$ cat src/rtl/irq_pkg.sv
package irq_pkg;
  localparam int SRC_N   = 3;
  localparam int TX_B    = 0;
  localparam int INIT_B  = 1;
  localparam int RX_B    = 2;
  localparam int CTL_N   = 3;
  localparam int MTX_B   = 0;
  localparam int MINIT_B = 1;
  localparam int LA_B    = 2;

  // receive flag raise rule: last buffer always, first buffer only with look-ahead
  function automatic logic rx_raise(input logic la, input logic first, input logic last);
    return last | (la & first);
  endfunction

  // request line: each masked source ANDed with inverted mask, receive unmasked
  function automatic logic intr_of(input logic [SRC_N-1:0] flags,
                                   input logic m_tx, input logic m_init);
    return (flags[TX_B] & ~m_tx) | (flags[INIT_B] & ~m_init) | flags[RX_B];
  endfunction
endpackage

$ cat src/rtl/irq_flag.sv
module irq_flag (
  input  logic clk,
  input  logic clr_all,
  input  logic set_i,
  input  logic w1c_i,
  output logic flag_o
);
  always_ff @(posedge clk) begin
    if (clr_all)    flag_o <= 1'b0;
    else if (set_i) flag_o <= 1'b1;
    else if (w1c_i) flag_o <= 1'b0;
  end
endmodule

$ cat src/rtl/irq_ctrl_regs.sv
module irq_ctrl_regs
  import irq_pkg::*;
(
  input  logic             clk,
  input  logic             hard_rst,
  input  logic             soft_rst,
  input  logic             wr_en,
  input  logic [CTL_N-1:0] wdata,
  output logic             tx_mask,
  output logic             init_mask,
  output logic             la_en
);
  always_ff @(posedge clk) begin
    if (hard_rst) begin
      tx_mask   <= 1'b1;
      init_mask <= 1'b0;
      la_en     <= 1'b0;
    end else if (soft_rst) begin
      tx_mask   <= 1'b0;
      init_mask <= 1'b0;
      la_en     <= 1'b0;
    end else if (wr_en) begin
      tx_mask   <= wdata[MTX_B];
      init_mask <= wdata[MINIT_B];
      la_en     <= wdata[LA_B];
    end
  end
endmodule

$ cat src/rtl/irq_status_unit.sv
module irq_status_unit
  import irq_pkg::*;
#(
  parameter int DW = 8
) (
  input  logic          clk,
  input  logic          hard_rst,
  input  logic          soft_rst,
  input  logic          stop_req,
  input  logic          tx_done_evt,
  input  logic          init_done_evt,
  input  logic          rx_wb_evt,
  input  logic          rx_wb_first,
  input  logic          rx_wb_last,
  input  logic          reg_wr,
  input  logic          reg_addr,
  input  logic [DW-1:0] reg_wdata,
  output logic [DW-1:0] reg_rdata,
  output logic          intr
);
  localparam logic ADDR_STAT = 1'b0;
  localparam logic ADDR_CTRL = 1'b1;

  logic tx_mask, init_mask, la_en;
  logic tx_flag, init_flag, rx_flag;
  logic rx_raise_w, flag_clr_w, stat_wr_w, ctrl_wr_w;
  logic [SRC_N-1:0] src_set, src_w1c, src_flag;

  assign rx_raise_w = rx_wb_evt & rx_raise(la_en, rx_wb_first, rx_wb_last);
  assign flag_clr_w = hard_rst | soft_rst | stop_req;
  assign stat_wr_w  = reg_wr & (reg_addr == ADDR_STAT);
  assign ctrl_wr_w  = reg_wr & (reg_addr == ADDR_CTRL);

  assign src_set[TX_B]   = tx_done_evt;
  assign src_set[INIT_B] = init_done_evt;
  assign src_set[RX_B]   = rx_raise_w;
  assign src_w1c = {SRC_N{stat_wr_w}} & reg_wdata[SRC_N-1:0];

  for (genvar i = 0; i < SRC_N; i++) begin : g_src
    irq_flag flag_i (
      .clk    (clk),
      .clr_all(flag_clr_w),
      .set_i  (src_set[i]),
      .w1c_i  (src_w1c[i]),
      .flag_o (src_flag[i])
    );
  end

  assign tx_flag   = src_flag[TX_B];
  assign init_flag = src_flag[INIT_B];
  assign rx_flag   = src_flag[RX_B];

  irq_ctrl_regs ctrl_i (
    .clk      (clk),
    .hard_rst (hard_rst),
    .soft_rst (soft_rst),
    .wr_en    (ctrl_wr_w),
    .wdata    (reg_wdata[CTL_N-1:0]),
    .tx_mask  (tx_mask),
    .init_mask(init_mask),
    .la_en    (la_en)
  );

  assign intr = intr_of(src_flag, tx_mask, init_mask);

  always_comb begin
    reg_rdata = '0;
    if (reg_addr == ADDR_STAT) begin
      reg_rdata[SRC_N-1:0] = src_flag;
    end else begin
      reg_rdata[MTX_B]   = tx_mask;
      reg_rdata[MINIT_B] = init_mask;
      reg_rdata[LA_B]    = la_en;
    end
  end
endmodule

$ cat config.mk
export PLATFORM = sky130hd
export DESIGN_NAME = irq_status_unit
export DESIGN_NICKNAME = d
export VERILOG_FILES = /design/src/rtl/irq_pkg.sv /design/src/rtl/irq_flag.sv /design/src/rtl/irq_ctrl_regs.sv /design/src/rtl/irq_status_unit.sv
export SDC_FILE = /design/constraint.sdc
export NUM_CORES = 1
export LEC_CHECK = 0
export ABC_AREA = 1
export BUFFER_PORTS_ARGS = -buffer_cell sky130_fd_sc_hd__buf_4
export CAP_MARGIN = 20
export CORE_AREA = 3 3 40 42
export CTS_BUF_LIST = sky130_fd_sc_hd__clkbuf_4
export CTS_CLUSTER_DIAMETER = 80
export DETAILED_ROUTE_END_ITERATION = 8
export DIE_AREA = 0 0 43 45
export PLACE_DENSITY_LB_ADDON = 0.12
export SYNTH_ARGS = -nofsm -noshare
export SYNTH_HDL_FRONTEND = slang
export SYNTH_HIERARCHICAL = 1
export SYNTH_SLANG_ARGS = --single-unit
$ cat constraint.sdc
create_clock -name clk -period 0.9 [get_ports clk]
set_input_delay 0.045 -clock clk [delete_from_list [all_inputs] [get_ports clk]]
set_output_delay 0.045 -clock clk [all_outputs]
set_load 0.01 [all_outputs]
# ---- Yosys cells after proc, flatten, opt, wreduce, memory -nomap -nowiden
# Index checks and enable logic that the tools add are counted.
dict set report totals {
  input_bits 19
  wordCells 35
  romBits 0
  ram_bits 0
  latch_bits 0
  memories 0
  out_inout_bits 9
  regBits 6
}
dict set report classes {
  n_mux 9
  shift 0
  eq_ne 0
  magnitude_cmp 0
  bitwise_logic 15
  addsub 0
  n_mul 0
  n_reduce_logical 5
  div_mod_pow 0
}
# op n
set op_table {}
lappend op_table {{$mux 1} 8}
lappend op_table {{$reduce_bool 2->1} 4}
lappend op_table {{$and 1x1->1} 6}
lappend op_table {{$or 1x1->1} 5}
lappend op_table {{$and 3x3->3} 1}
lappend op_table {{$mux 3} 1}
lappend op_table {{$not 1->1} 3}
lappend op_table {{$reduce_or 2->1} 1}

# ---- Logic depth before layout (Yosys ltp)
# Gate-level depths: netlist (run 1).
dict set report logic_depth {
  depth_word 5
  mapped_depth 6
}

# ---- Hierarchy
# The synthesis (run 1) kept the hierarchy.
# mod n_inst cells_each area_per_inst_um2
set by_module_without_submodules {}
lappend by_module_without_submodules {irq_status_unit 1 35 156.4}
lappend by_module_without_submodules {irq_ctrl_regs 1 20 128.9}
lappend by_module_without_submodules {irq_flag 3 5 40.0}

# ---- Worst setup path after synthesis (run 1)
# OpenSTA, ideal clock, no wires.
dict set report synth_path {
  path_type {register to register}
  startpoint {register ctrl_i.la_en}
  endpoint {register g_src[2].flag_i.flag_o}
  setup_time_ns 0.066
  slack_ns 0.194
  t_required_ns 0.834
  path_buffers 0
  path_stages_with_launch 5
  arrival_ns 0.639
  period_less_slack_ns 0.706
  path_cell_list {dfxtp_1 -> nand2_1 -> a21oi_1 -> inv_1 -> a21oi_2}
}
dict set report synth_via {
  elab_chain_cells 4
  elab_cells_between_ends 5
}
# item line_no
set synth_lines {}
lappend synth_lines {{start: declaration} irq_ctrl_regs.sv:11} ;# output logic la_en
lappend synth_lines {{start signal: assignment} irq_ctrl_regs.sv:25} ;# la_en <= wdata[LA_B];
lappend synth_lines {{$and 1x1->1 (*)} irq_pkg.sv:13} ;# return last | (la & first);
lappend synth_lines {{$or 1x1->1 (*)} irq_pkg.sv:13}
lappend synth_lines {{$and 1x1->1 (*)} irq_status_unit.sv:29} ;# assign rx_raise_w = rx_wb_evt & rx_raise(la_en, rx_wb_first, rx_wb_last);
lappend synth_lines {{via rx_raise_w} irq_status_unit.sv:26} ;# logic rx_raise_w, flag_clr_w, stat_wr_w, ctrl_wr_w;
lappend synth_lines {{$mux 1 / $reduce_bool 2->1 (equally long branches)} --}
lappend synth_lines {{end signal: assignment} irq_flag.sv:9} ;# if (clr_all) flag_o <= 1'b0;
lappend synth_lines {{end signal: assignment} irq_flag.sv:10} ;# else if (set_i) flag_o <= 1'b1;
lappend synth_lines {{end signal: assignment} irq_flag.sv:11} ;# else if (w1c_i) flag_o <= 1'b0;
lappend synth_lines {{end: declaration} irq_flag.sv:6} ;# output logic flag_o
# Mark *: on every way through the listed nets, which the timed path passes. The rest lies on a longest branch.
# A chain may end at the register's enable or synchronous reset.

# ---- Worst setup path in the final report (run 1)
dict set report layout_path {
  startpoint {register ctrl_i.tx_mask}
  endpoint {output intr}
}
dict set report layout_via {
  elab_chain_cells 4
}
# item line_no
set layout_lines {}
lappend layout_lines {{start: declaration} irq_ctrl_regs.sv:9} ;# output logic tx_mask,
lappend layout_lines {{start signal: assignment} irq_ctrl_regs.sv:23} ;# tx_mask <= wdata[MTX_B];
lappend layout_lines {{$not 1->1} irq_pkg.sv:19} ;# return (flags[TX_B] & ~m_tx) | (flags[INIT_B] & ~m_init) | flags[RX_B];
lappend layout_lines {{$and 1x1->1} irq_pkg.sv:19}
lappend layout_lines {{$or 1x1->1 (2 in series)} irq_pkg.sv:19}
lappend layout_lines {{end: declaration} irq_status_unit.sv:19} ;# output logic intr
# Every way passes these cells.

==> results of run 1 <==
state kept, by name (all words and copies together) (netlist names):
signal / flops
ctrl_i/init_mask: 1
ctrl_i/la_en: 1
ctrl_i/tx_mask: 1
g_src.flag_i/flag_o: 3
area by class of cell:
type	instances	share of cell area, %
Clock buffer	3	3.91
Inverter	21	13.7
Multi-Input combinational cell	42	34.8
Sequential cell	6	22.2
Tap cell	15	3.26
Timing Repair Buffer	17	22.2
cell usage in the layout (no fill, tap or decap):
| master | count |
|---|---|
| nand2_1 | 15 |
| nor2_2 | 1 |
| buf_4 | 17 |
| nand3_1 | 3 |
| conb_1 | 5 |
| nand2_2 | 2 |
| inv_1 | 17 |
| dfxtp_2 | 6 |
| a21oi_1 | 1 |
| inv_2 | 4 |
| nor2_1 | 9 |
| clkbuf_4 | 3 |
| a21oi_2 | 3 |
| o21ai_2 | 3 |
worst paths after layout:
path | startpoint | end | slack [ns] | depth (start not counted)
setup / recovery | ctrl_i/tx_mask$_SDFFE_PP1P_ | intr | -0.01 | 4
hold / removal | hard_rst | ctrl_i/tx_mask$_SDFFE_PP1P_ | 0.02 | 3
setup reg to reg | ctrl_i/la_en$_SDFFE_PP0P_ | g_src[2].flag_i/flag_o$_SDFFE_PP0P_ | 0.14 | 4
hold reg to reg | ctrl_i/tx_mask$_SDFFE_PP1P_ | ctrl_i/tx_mask$_SDFFE_PP1P_ | 0.46 | 2
repair_timing:
action,in CTS,in global routing
resized for setup,5,10
pin swaps,1,0
setup buffers,0,0
setup endpoints to repair,4,4
power by group:
part | switching [mW] | total, mW | internal, mW | leakage [nW]
sequential | 0.00700 | 0.286 | 0.279 | 0.0512
combinational | 0.0752 | 0.148 | 0.0731 | 0.253
clock | 0.100 | 0.251 | 0.151 | 0.0138
cell families (layout without fill, tap and decap cells):
group	Yosys count	after routing	share of synthesized area, %
AOI/OAI and AO/OA	7	7	11.4
buffers and inverters	26	41	28.7
DFF	6	6	29.6
other	1	5	0.925
and+or+nand+nor	30	30	29.3
through the flow:
stage | power, mW | cells | area, sq um
2_1_floorplan | 0.373 | 74 | 420
3_3_place_gp | 0.430 | 101 | 529
3_5_place_dp | 0.431 | 101 | 529
4_1_cts | 0.692 | 104 | 554
5_1_grt | 0.734 | 104 | 576
6_report | 0.685 | 104 | 576
worst max-delay path: stages, from the launching register on:
cell     delay, ns
dfxtp_2       0.33
inv_2         0.04
nand2_1       0.05
nand3_1       0.07
buf_4         0.14
per-layer routing:
layer  GRT usage [%]  part of all wire [%]  vias to the layer above
li1                -                     -                      229
met1            13.8                    48                      166
met2            12.9                    40                       15
met3            2.79                    10                        2
met4            10.8                   1.1                        0
met5               0                     0                        -
==> summary.txt, run 1 <==
Initial core utilization - 31.5%
Remaining global-route overflow - 0
Clock skew - 0.00241 ns
RSZ-0062 raised after global routing - true
Crit path kind - reg -> out
WL per Instance - 7.60 um
Mapped cell area - 405 sq um
Max-cap violation count - 0
Outcome - finished, violations left
Post-DRT Antenna Nets - 0
Crit path max fanout - 2
Primary FF master, synth - dfxtp_1
CP required - 0.85 ns
Type of origin of the critical path - flop
Initial antenna violation count - 0
Clock Path Buffers - 2
Clock Sinks - 6
Sequential share of the synthesized area - 29.6%
Setup_tns - -0.0142 ns
Leak - 0.318 nW
Root Buffer - clkbuf_4
Pins over their slew limit - 0
Vias in the first global route - 366
Synth area leader - dfxtp_1
IO Count - 28
Initial DRC Count - 9
Syn Inst Count - 70
Achievable Freq - 1090 MHz
Core Box Area - 0.00128 sq mm
Gr usage total - 10.4%
Max IR drop VDD - 0.000587 V
Syn avg cell area - 5.79 sq um
H-tree Lvls - 1
Failing checks - setup timing
Area of the multi-input gates - 200 sq um
Setup violations, final - 1
Hold WC Path Type - in -> reg
Post-layout util - 44.8%
Die ar. - 0.00194 sq mm
Diode count - 0
Die height - 45 um
Yosys warning count - 6
Number of fill cells - 157
Largest net degree at the start of global routing - 7
Flops & latches, synth - 6
Pre-CTS WS - 0.122 ns
Num CTS Buffers - 3
Fraction of registers with async set/reset - 0%
Final WL - 790 um
Final period util - 102%
Die W - 43 um
Netlist cell types - 13
Share of cells above drive strength 1 - 43.8%
Syn-to-layout area delta - 42.0%
Power Dens Cells - 1190 mW/mm^2
Area share of the largest cell type after synthesis - 29.6%
CP Capture Type - output port
Rows - 13
Most frequent cell after synthesis - inv_1
First-pass GRT wire length - 1440 um
Number of synthesized flops with an enable pin - 0
Final nets - 110
Reg clk slew, reported paths - 0.05 ns
Synth area leaders - dfxtp_1 (30%), inv_1 (19%), nand2_1 (16%)
Register Area - 128 sq um
Final min period - 0.914 ns
Port bufs - 17
Worst EP arrival - 0.87 ns
Via density - 3.96
Vias - 412
DR pass1 iterations - 3
Clock Latency Late Sink - 0.24 ns
Hold_buf cts - 0
Hold_ws - 0.0218 ns
Most frequent cells after synthesis - inv_1 (20), nand2_1 (17), nor2_1 (9), dfxtp_1 (6), buf_4 (5)
DR DRC count - 0
CTS tree - built
Detailed placer's ending HPWL - 686 um
Setup ws final - -0.0142 ns
GPL Wtd Cong - 0.735
Final Hold Fails - 0
Note: power is estimated with default switching activity, not from simulation.
==> run 2, diff against run 1 <==
==> constraint.sdc (replaced) <==
create_clock -name clk -period 1.2 [get_ports clk]
set_input_delay 0.06 -clock clk [delete_from_list [all_inputs] [get_ports clk]]
set_output_delay 0.06 -clock clk [all_outputs]
set_load 0.01 [all_outputs]
==> run 2 against run 1 <==
- the flow now finishes without violations
- sequential share of layout area down 0.41 points
- critical endpoint is now reg_rdata[2]
- count of clock-buffer cells in the layout is the same
- die area did not move
- non-clock buffer count unchanged
- register-to-register slack gained 0.28 ns
- largest power group unchanged
- design area down 4.1%
- critical path type unchanged
- combinational power shrank 28%
==> summary.txt, run 2 (synthesis gave the netlist of run 1 again) <==
Outcome - complete, no violations
Max IR drop VDD - 0.000423 V
Post-DRT Antenna Nets - 0
Crit path cell chain - inv_1 -> o21ai_0 -> buf_4
Via density - 4.04
Max-cap violation count - 0
Post-route design area - 552 sq um
Remaining global-route overflow - 0
Postcts setup bufs - 0
Final min period - 0.962 ns
Vias in the first global route - 358
Gate power share - 20.8%
IO Count - 28
Final Non-Filler Cells - 104
Pins over their slew limit - 0
Initial core utilization - 31.5%
Rows - 13
Hold WC Path Type - in -> reg
Share of cells above drive strength 1 - 28.1%
CP Capture Type - output port
First-pass GRT wire length - 1390 um
Placed Cells - 101
Post-CTS sizing - 0
Clock Sinks - 6
Worst reg-to-reg setup slack - 0.42 ns
Clock Path Buffers - 2
Setup_tns - 0 ns
Clock skew - 0.0000355 ns
Crit path buf inv count - 2
Core Box Area - 0.00128 sq mm
Worst EP arrival - 0.90 ns
Largest net degree at the start of global routing - 7
CP required - 1.14 ns
Total Power - 0.512 mW
Seq pwr share - 41.4%
Die ar. - 0.00194 sq mm
Final nets - 110
Internal - 0.374 mW
Final period util - 80.2%
Post-DP Area - 529 sq um
Achievable Freq - 1040 MHz
Slowest-stage cell, CP - dfxtp_1
Delay-heaviest family, CP - flip-flops
Setup violations, final - 0
Diode count - 0
RSZ-0062 raised after global routing - false
WL per Instance - 7.98 um
Clock Latency Late Sink - 0.24 ns
Final Hold Fails - 0
Crit path kind - reg -> out
Power Dens Cells - 928 mW/mm^2
DR pass1 iterations - 4
Top reg by flops - g_src.flag_i/flag_o
DR DRC count - 0
Hold_buf cts - 0
Highest-count cells in the layout ignoring fill and taps - inv_1 (20), nand2_1 (17), buf_4 (17), nor2_1 (9), dfxtp_1 (6)
Reg clk slew, reported paths - 0.05 ns
Syn-to-layout area delta - 36.1%
Initial antenna violation count - 0
Num CTS Buffers - 3
Commonest non-fill, non-tap cell in the layout - inv_1
Die W - 43 um
Critical path's largest stage delay - 0.32 ns
Net switching power - 0.138 mW
H-tree Lvls - 1
Gr usage total - 10.3%
CTS tree - built
Vias - 420
Die height - 45 um
Switch share - 26.9%
Leak - 0.311 nW
Crit path max fanout - 2
Detailed placer's ending HPWL - 715 um
Max reg flops - 3
Number of fill cells - 149
Final WL - 830 um
Port bufs - 17
Initial DRC Count - 5
GPL Wtd Cong - 0.735
Type of origin of the critical path - flop
Root Buffer - clkbuf_4
Clock share of power - 37.9%
## run 2: cell counts in the layout (fill, tap and decap cells not counted)
Identical to the previous run, type by type.
## run 2: final timing paths
| path | depth (start not counted) | end | startpoint |
|---|---|---|---|
| worst max-delay path | 3 | reg_rdata[2] | g_src[2].flag_i/flag_o$_SDFFE_PP0P_ |
| worst min register to register | 2 | ctrl_i/tx_mask$_SDFFE_PP1P_ | ctrl_i/tx_mask$_SDFFE_PP1P_ |
| worst max register to register | 4 | g_src[2].flag_i/flag_o$_SDFFE_PP0P_ | ctrl_i/la_en$_SDFFE_PP0P_ |
| worst min-delay path | 3 | ctrl_i/tx_mask$_SDFFE_PP1P_ | hard_rst |
## run 2: stage by stage
step | utilization (%) | hold slack (ns) | worst slack [ns]
final | 42.9 | 0.0316 | 0.238
after global routing | 42.9 | 0.0277 | 0.131
after CTS | 42.9 | 0.0225 | 0.208
after detailed placement | 41.2 | 0.285 | 0.411
after global placement | 41.2 | 0.286 | 0.422
after floorplan | - | 0.168 | 0.494
## run 2: power groups by stage
stage	combinational, mW	clock [mW]	sequential, mW
global placement	0.107	0	0.216
detailed placement	0.107	0	0.216
CTS	0.108	0.208	0.212
global route	0.124	0.219	0.212
finish	0.106	0.194	0.212
floorplan	0.0649	0	0.215
## run 2: worst min-delay path: stages
cell and delay [ns]:
buf_4 0.09, inv_1 0.03, nand3_1 0.06
## run 2: layout make-up
class | instances | area, sq um | share of cell area [%]
well taps | 15 | 18.8 | 3.40
multi-input cells | 42 | 184 | 33.3
repair buffers | 17 | 128 | 23.1
clock buffers | 3 | 22.5 | 4.08
inverters | 21 | 78.8 | 14.3
flip-flops and latches | 6 | 120 | 21.8
## run 2: metal layers
layer	global-route usage, %	routed length, um
met1	11.7	356
met2	14.7	353
met3	6.77	110
met4	5.42	9
met5	0	0
